--- config.mk ---
export PLATFORM = sky130hd
export DESIGN_NAME = pix_reorder
export DESIGN_NICKNAME = d
export VERILOG_FILES = /design/src/rtl/pix_reorder_pkg.sv /design/src/rtl/pix_pair_ctr.sv /design/src/rtl/pix_merge.sv /design/src/rtl/pix_reorder.sv
export SDC_FILE = /design/constraint.sdc
export NUM_CORES = 1
export LEC_CHECK = 0
export CAP_MARGIN = 10
export CELL_PAD_IN_SITES_DETAIL_PLACEMENT = 0
export CELL_PAD_IN_SITES_GLOBAL_PLACEMENT = 2
export CORE_AREA = 2 2 94 96
export DETAILED_ROUTE_END_ITERATION = 12
export DIE_AREA = 0 0 96 98
export PLACE_DENSITY_LB_ADDON = 0.2
export SLEW_MARGIN = 20
export SYNTH_ARGS = -nofsm -noshare
export SYNTH_HDL_FRONTEND = slang
export SYNTH_HIERARCHICAL = 1
export SYNTH_SLANG_ARGS = --single-unit
--- constraint.sdc ---
create_clock -name clk_i -period 5.2 [get_ports clk_i]
set_input_delay 1.04 -clock clk_i [delete_from_list [all_inputs] [get_ports clk_i]]
set_output_delay 1.04 -clock clk_i [all_outputs]
set_load 0.01 [all_outputs]
--- src/rtl/pix_reorder_pkg.sv ---
package pix_reorder_pkg;
  typedef enum logic [1:0] {
    SRC_NONE,
    SRC_EVEN,
    SRC_HOLD
  } out_src_e;
endpackage

--- src/rtl/pix_pair_ctr.sv ---
module pix_pair_ctr #(
  parameter int LEN_W = 14
) (
  input  logic             clk_i,
  input  logic             rst_ni,
  input  logic [LEN_W-1:0] line_len_i,
  input  logic             step_i,
  output logic             last_pair_o,
  output logic             odd_len_o
);
  logic [LEN_W:0]   len_plus1;
  logic [LEN_W-1:0] n_pairs;
  logic [LEN_W-1:0] pair_idx;

  assign len_plus1   = {1'b0, line_len_i} + 1'b1;
  assign n_pairs     = len_plus1[LEN_W:1];
  assign odd_len_o   = line_len_i[0];
  assign last_pair_o = (pair_idx == n_pairs - 1'b1);

  always_ff @(posedge clk_i or negedge rst_ni) begin
    if (!rst_ni)                    pair_idx <= '0;
    else if (step_i && last_pair_o) pair_idx <= '0;
    else if (step_i)                pair_idx <= pair_idx + 1'b1;
  end

  a_r7_wrap_to_zero: assert property (@(posedge clk_i) disable iff (!rst_ni)
    (step_i && last_pair_o) |=> (pair_idx == '0));
endmodule

--- src/rtl/pix_merge.sv ---
module pix_merge
  import pix_reorder_pkg::*;
#(
  parameter int PIX_W = 12
) (
  input  logic             clk_i,
  input  logic             rst_ni,
  input  logic             acc_i,
  input  logic [PIX_W-1:0] even_i,
  input  logic [PIX_W-1:0] odd_i,
  input  logic             keep_odd_i,
  input  logic             even_last_i,
  input  logic             odd_last_i,
  output logic             hold_busy_o,
  output logic             out_valid_o,
  output logic [PIX_W-1:0] out_data_o,
  output logic             out_last_o
);
  logic             hold_valid;
  logic [PIX_W-1:0] hold_data;
  logic             hold_last;
  out_src_e         src;

  always_comb begin
    if (acc_i)           src = SRC_EVEN;
    else if (hold_valid) src = SRC_HOLD;
    else                 src = SRC_NONE;
  end

  always_ff @(posedge clk_i or negedge rst_ni) begin
    if (!rst_ni) begin
      hold_valid  <= 1'b0;
      hold_data   <= '0;
      hold_last   <= 1'b0;
      out_valid_o <= 1'b0;
      out_data_o  <= '0;
      out_last_o  <= 1'b0;
    end else begin
      unique case (src)
        SRC_EVEN: begin
          out_valid_o <= 1'b1;
          out_data_o  <= even_i;
          out_last_o  <= even_last_i;
          hold_valid  <= keep_odd_i;
          hold_data   <= odd_i;
          hold_last   <= odd_last_i;
        end
        SRC_HOLD: begin
          out_valid_o <= 1'b1;
          out_data_o  <= hold_data;
          out_last_o  <= hold_last;
          hold_valid  <= 1'b0;
        end
        default: begin
          out_valid_o <= 1'b0;
          out_last_o  <= 1'b0;
        end
      endcase
    end
  end

  assign hold_busy_o = hold_valid;

  a_r2_even_next_cycle: assert property (@(posedge clk_i) disable iff (!rst_ni)
    acc_i |=> (out_valid_o && out_data_o == $past(even_i)));
  a_r3_hold_drains: assert property (@(posedge clk_i) disable iff (!rst_ni)
    hold_valid |=> (out_valid_o && out_data_o == $past(hold_data) && !hold_valid));
  a_r8_idle_quiet: assert property (@(posedge clk_i) disable iff (!rst_ni)
    (!acc_i && !hold_valid) |=> !out_valid_o);
endmodule

--- src/rtl/pix_reorder.sv ---
module pix_reorder #(
  parameter int PIX_W   = 12,
  parameter int MAX_LEN = 8192,
  parameter int LEN_W   = $clog2(MAX_LEN + 1)
) (
  input  logic             clk_i,
  input  logic             rst_ni,
  input  logic [LEN_W-1:0] line_len_i,
  input  logic             in_valid_i,
  output logic             in_ready_o,
  input  logic [PIX_W-1:0] even_i,
  input  logic [PIX_W-1:0] odd_i,
  output logic             out_valid_o,
  output logic [PIX_W-1:0] out_data_o,
  output logic             out_last_o
);
  logic acc, hold_busy, last_pair, odd_len;

  assign in_ready_o = !hold_busy;
  assign acc        = in_valid_i && in_ready_o;

  pix_pair_ctr #(.LEN_W(LEN_W)) u_ctr (
    .clk_i       (clk_i),
    .rst_ni      (rst_ni),
    .line_len_i  (line_len_i),
    .step_i      (acc),
    .last_pair_o (last_pair),
    .odd_len_o   (odd_len)
  );

  pix_merge #(.PIX_W(PIX_W)) u_merge (
    .clk_i       (clk_i),
    .rst_ni      (rst_ni),
    .acc_i       (acc),
    .even_i      (even_i),
    .odd_i       (odd_i),
    .keep_odd_i  (!(last_pair && odd_len)),
    .even_last_i (last_pair && odd_len),
    .odd_last_i  (last_pair && !odd_len),
    .hold_busy_o (hold_busy),
    .out_valid_o (out_valid_o),
    .out_data_o  (out_data_o),
    .out_last_o  (out_last_o)
  );

  a_r5_last_is_beat: assert property (@(posedge clk_i) disable iff (!rst_ni)
    out_last_o |-> out_valid_o);
  a_r6_odd_tail_no_stall: assert property (@(posedge clk_i) disable iff (!rst_ni)
    (acc && last_pair && odd_len) |=> in_ready_o);
  a_r4_held_blocks_input: assert property (@(posedge clk_i) disable iff (!rst_ni)
    (acc && !(last_pair && odd_len)) |=> !in_ready_o);
endmodule

### Yosys cells after proc, flatten, opt, wreduce, memory -nomap -nowiden

Cells that the tools add are included.
W data, S select, Z words.

* logic and storage cells: 31
* input bits: 41
* bits in registers: 42

* equality and inequality tests: 3
* $add $sub $neg: 3
* multiplexer cells: 8
* reductions and logical operators: 10

Operators by type and width (count)
* $mux W14: 2
* $pmux W12 S2: 1
* $add A14 B1 Y15 const B: 1
* $add A14 B1 Y14 const B: 1
* $eq A14 B14 Y1: 1
* $sub A14 B1 Y14 const B: 1
* $logic_and A1 B1 Y1: 4
* $mux W2: 2
* $pmux W1 S2: 2
* $reduce_bool A2 Y1: 2
* $logic_not A1 Y1: 3
* $eq A2 B1 Y1 const B: 1
* $eq A2 B2 Y1 const B: 1
* $reduce_or A2 Y1: 1
* $mux W1: 1

### Logic depth before layout (Yosys ltp)

* word-level depth: 6
* mapped depth: 14
* mapped depth without buffers: 12

### By module

The synthesis kept the hierarchy.

By module, submodules not included
* pix_pair_ctr: instances 1, cells each 209, area an instance 1706.6 um2, seq. area each 350.3 um2
* pix_merge: instances 1, cells each 88, area an instance 1152.4 um2, seq. area each 700.7 um2
* pix_reorder: instances 1, cells each 5, area an instance 30.0 um2, seq. area each 0.0 um2

### Worst setup path after synthesis

OpenSTA, ideal clock, no wires.

* path type: input to register
* start point: input line_len_i[0]
* end point: register u_merge.hold_last
* library setup time: 0.125 ns
* data required time: 5.075 ns
* stages on the path: 13
* arrival: 3.591 ns
* setup slack: 1.485 ns
* path through: ha_1 buf_4 a311oi_1 a41o_1 nand3_1 nor3_1 mux2_2 o21ai_0 o21a_1 nor3_2 buf_6 and2b_2 mux2_2

* cells in the longest elaborated chain, start to end: 4
* elaborated cells between the ends (all ways): 5
* those cells by class: add/sub (2); eq/ne (1); reduce/logical (2)

Ends and longest elaborated chain
* start: declaration: line pix_reorder.sv:8 `input logic [LEN_W-1:0] line_len_i,`
* $add A14 B1 Y15: line pix_pair_ctr.sv:15 `assign len_plus1 = {1'b0, line_len_i} + 1'b1;`
* $sub A14 B1 Y14: line pix_pair_ctr.sv:18 `assign last_pair_o = (pair_idx == n_pairs - 1'b1);`
* $eq A14 B14 Y1: line pix_pair_ctr.sv:18
* named net last_pair: line pix_reorder.sv:17 `logic acc, hold_busy, last_pair, odd_len;`
* $logic_and A1 B1 Y1: line pix_reorder.sv:39 `.odd_last_i (last_pair && !odd_len),`
* end signal: assignment: line pix_merge.sv:46 `hold_last <= odd_last_i;`
* end: declaration: line pix_merge.sv:21 `logic hold_last;`

The timed path passes the listed nets, and every way through them passes these cells.
A chain may end at the register's enable or synchronous reset.

### Worst setup path after layout

* start point: input line_len_i[0]
* end point: register u_ctr.pair_idx[12]

* cells in the longest elaborated chain, start to end: 5
* elaborated cells between the ends (all ways): 6
* those cells by class: add/sub (2); eq/ne (1); mux (1); reduce/logical (2)

Ends and longest elaborated chain
* $add A14 B1 Y15 (*): line pix_pair_ctr.sv:15
* $sub A14 B1 Y14 (*): line pix_pair_ctr.sv:18
* $eq A14 B14 Y1 (*): line pix_pair_ctr.sv:18
* named net last_pair: line pix_reorder.sv:17
* $logic_and A1 B1 Y1 (*): line pix_pair_ctr.sv:22 `else if (step_i && last_pair_o) pair_idx <= '0;`
* $mux W14 / $reduce_bool A2 Y1 (equally long branches)
* end signal: assignment: line pix_pair_ctr.sv:23 `else if (step_i) pair_idx <= pair_idx + 1'b1;`
* end: declaration: line pix_pair_ctr.sv:13 `logic [LEN_W-1:0] pair_idx;`

Mark *: on every way through the listed nets, which the timed path passes. The rest lies on a longest branch.

==> flow_summary.toml <==
[global_routing]
use_met1_pct = 21.9
antenna_found_initial = 0
grtUsageMet3_pct = 3.24
grt_usage_pct = 15.2
grt_pass1_wl_microns = 11200
grt_use_met2_pct = 23.5
grt-ovfl-total = 0
grt-busiest-layer = "met2"
grt_pass1_vias = 2216
grt_max_degree = 53

[worst_setup_path]
crit_buf_inv = 2
slowest_delay_ns = 0.66
worst_setup_path_start_kind = "primary input"
r2r_slack_ns = 2.52
required_ns = 5.36
crit_chain = "clkdlybuf4s50_1, ha_1, nand3_1, or3_1, o31a_2, or4_4, xnor2_1, nor3_1, o2111ai_2, nor3_2, buf_4, a21oi_1"
criticalPathCategory = "in2reg"
critPathMaxFanout = 11
critPathArrivalTime_ns = 4.45
end_kind = "register"
cp_slowest_cell = "clkdlybuf4s50_1"
crit_family = "simple AND/OR/NAND/NOR gates"

[placement]
dp_hpwl_microns = 5030
place.gp.congestion = 0.824
dp_cells = 450
io_buffers = 55

[cts]
numCtsBuffers = 5
post-cts-setup-buffer-count = 0
hold_buffers = 0
clock_latency_ns = 0.30
cts_tree = "done"
clockRootBuffer = "clkbuf_8"
clockBufferDepth = 2
cts.sinks = 42
cts_resized = 0
cts.clk_slew.worst_paths_ns = 0.08
cts_max_level = 2

[floorplan]
num_io_pins = 56
row_count = 34
dieArea_sq_um = 9410
die_w_microns = 96
die_y_microns = 98
start_util_pct = 34.1
core_sq_um = 8470

[timing]
finalSetupTns_ns = 0
hold_viol_final = 0
period_share_pct = 82.6
worst_pin_slew_ns = 0.950
layout_min_cycle_time_ns = 4.30
finClkSkew_ns = 0.00526
rsz0062_at_grt = "false"
setup_viol_count_final = 0
fin_hold_ws_ns = 0.509
relSlewSlack_pct = 36.7
drv_slew = 0
fmaxAchievable_ghz = 0.233

[logic_synthesis]
syn_nets = 346
yosysWarnings = 6
netlist_area_sq_um = 2890
synth_compound_area_share_pct = 13.6
synth_xor_xnor_area_share_pct = 12.7
synth-edff-count = 0
synth_fa_ha_area_share_pct = 1.30
yosys.area_share.simple_pct = 18.4
synth_area_per_cell_sq_um = 9.57
ys_ff_latch = 42
synth_top_family_by_area = "simple AND/OR/NAND/NOR gates"
muxShareOfSynthArea_pct = 11.0
synth_seq_area_share_pct = 36.4
ys_types = 57
postSynthCellCount = 302
async_reset_ff_share_pct = 100
synth-main-ff-cell = "dfrtp_1"

[routing]
firstDrtPassIters = 4
postRouteWirelength_microns = 6790
drc = 0
detail-route-antenna-nets = 0
via_count = 2332
drt_iter0_markers = 85
routedWlPerCell_microns = 14.8
viasPerCell = 5.09

[power_and_ir_drop]
power.internal_uw = 678
swShare_pct = 31.3
pwr-share-clk_pct = 26.7
power_frac_seq_pct = 43.9
combPwrFrac_pct = 29.4
p_leak_uw = 0.00139
power-per-cell-area_nw_per_um2 = 277
p_switching_uw = 308
p_total_uw = 986
vdd_drop_max_mv = 0.143

[run_status]
outcome = "completed"

[final_layout]
fill_cells = 834
layout-drive-gt1-share_pct = 13.7
post-route-util_pct = 42.0
nNetsFinal = 393
final_cells = 458
antennaDiodeCount = 0
area_delta_synth_final_pct = 23.0

[min_path]
hp-class = "reg2reg"

[flow_run]
maxCapViolCount = 0
[per-layer routing]
layer	part of all wire [%]	wire length [microns]
met1	49	3300
met2	47	3180
met3	3.6	243
met4	0.94	64
met5	0	0
[placed cells by master (no fill, tap or decap), types with 2 or more instances in the layout]
| cell | count |
|---|---|
| ha_1 | 3 |
| nand3b_1 | 2 |
| a311oi_1 | 3 |
| inv_1 | 7 |
| a31oi_1 | 2 |
| clkbuf_8 | 5 |
| xnor2_1 | 26 |
| o32ai_1 | 2 |
| and2_2 | 3 |
| and3_1 | 6 |
| o21ai_1 | 8 |
| a21oi_1 | 13 |
| nand2_1 | 28 |
| and2_1 | 2 |
| xor2_1 | 16 |
| nor3_1 | 7 |
| nor4_1 | 3 |
| o21ai_0 | 14 |
| clkdlybuf4s50_1 | 54 |
| nor3b_1 | 2 |
| mux2_2 | 14 |
| mux2i_1 | 16 |
| o22ai_2 | 2 |
| dfrtp_1 | 42 |
| nand3_1 | 11 |
| buf_4 | 4 |
| nor2_1 | 14 |
| or2_2 | 2 |
| nand4_1 | 9 |
| o31ai_1 | 2 |
[cell usage after synthesis, drive strengths merged (7+ instances only)]
cell   count  area [sq um]
a21oi     13          65.1
o21ai     22           110
nand2     28           105
buf       14           134
nor3       8          45.0
and3       8          56.3
dfrtp     42          1050
nand3     12          65.1
nor2      15          58.8
inv        7          26.3
nand4      9          56.3
mux2      14           158
xor2      16           140
mux2i     16           160
xnor2     26           228
[through the flow]
stage,setup WS [ns],cell area [sq um]
2_1_floorplan,1.48,2890
3_3_place_gp,0.662,3440
3_5_place_dp,0.581,3440
4_1_cts,0.913,3550
5_1_grt,0.618,3550
6_report,0.904,3550
[cells by family (layout without fill, tap and decap cells)]
logic type	count (synthesis)	after routing
mux	30	30
fa+ha+maj	3	3
xor+xnor	42	42
simple gates	100	100
flops	42	42
compound gates	59	59
buf+inv	26	74
[registers in the layout, summed over array words and instances, names as in the netlist]
register and count:
u_merge/hold_data 12, u_merge/out_data_o 12, u_merge/out_last_o 1, u_merge/out_valid_o 1, u_ctr/pair_idx 14, u_merge/hold_last 1
u_merge/hold_busy_o 1
[power by group through the flow]
stage                     registers, uW  logic (uW)  clock network (uW)
after global placement              441         290                   0
after floorplan                     429         187                   0
final                               433         290                 263
after CTS                           435         293                 272
after detailed placement            440         291                   0
after global routing                443         319                 289
[path summary, 6_finish.rpt]
kind	from	to	depth (start not counted)
max	line_len_i[0]	u_ctr/pair_idx[12]	12
min	u_merge/hold_data[10]	u_merge/hold_data[10]	1
max reg2reg	u_ctr/pair_idx[9]	u_merge/hold_last	9
min reg2reg	u_merge/hold_data[10]	u_merge/hold_data[10]	1
max in group asynchronous	rst_ni	u_ctr/pair_idx[0]	1
min in group asynchronous	rst_ni	u_ctr/pair_idx[11]	1
[cell type report]
cell class	instances	area [sq um]	share of cell area [%]
clock buffers	5	68.8	1.94
clock inverters	3	43.8	1.23
inverters	7	26.3	0.739
multi-input cells	234	1650	46.5
flip-flops and latches	42	1050	29.6
well taps	108	135	3.80
repair buffers	59	576	16.2
(Power assumes the default switching activity.)
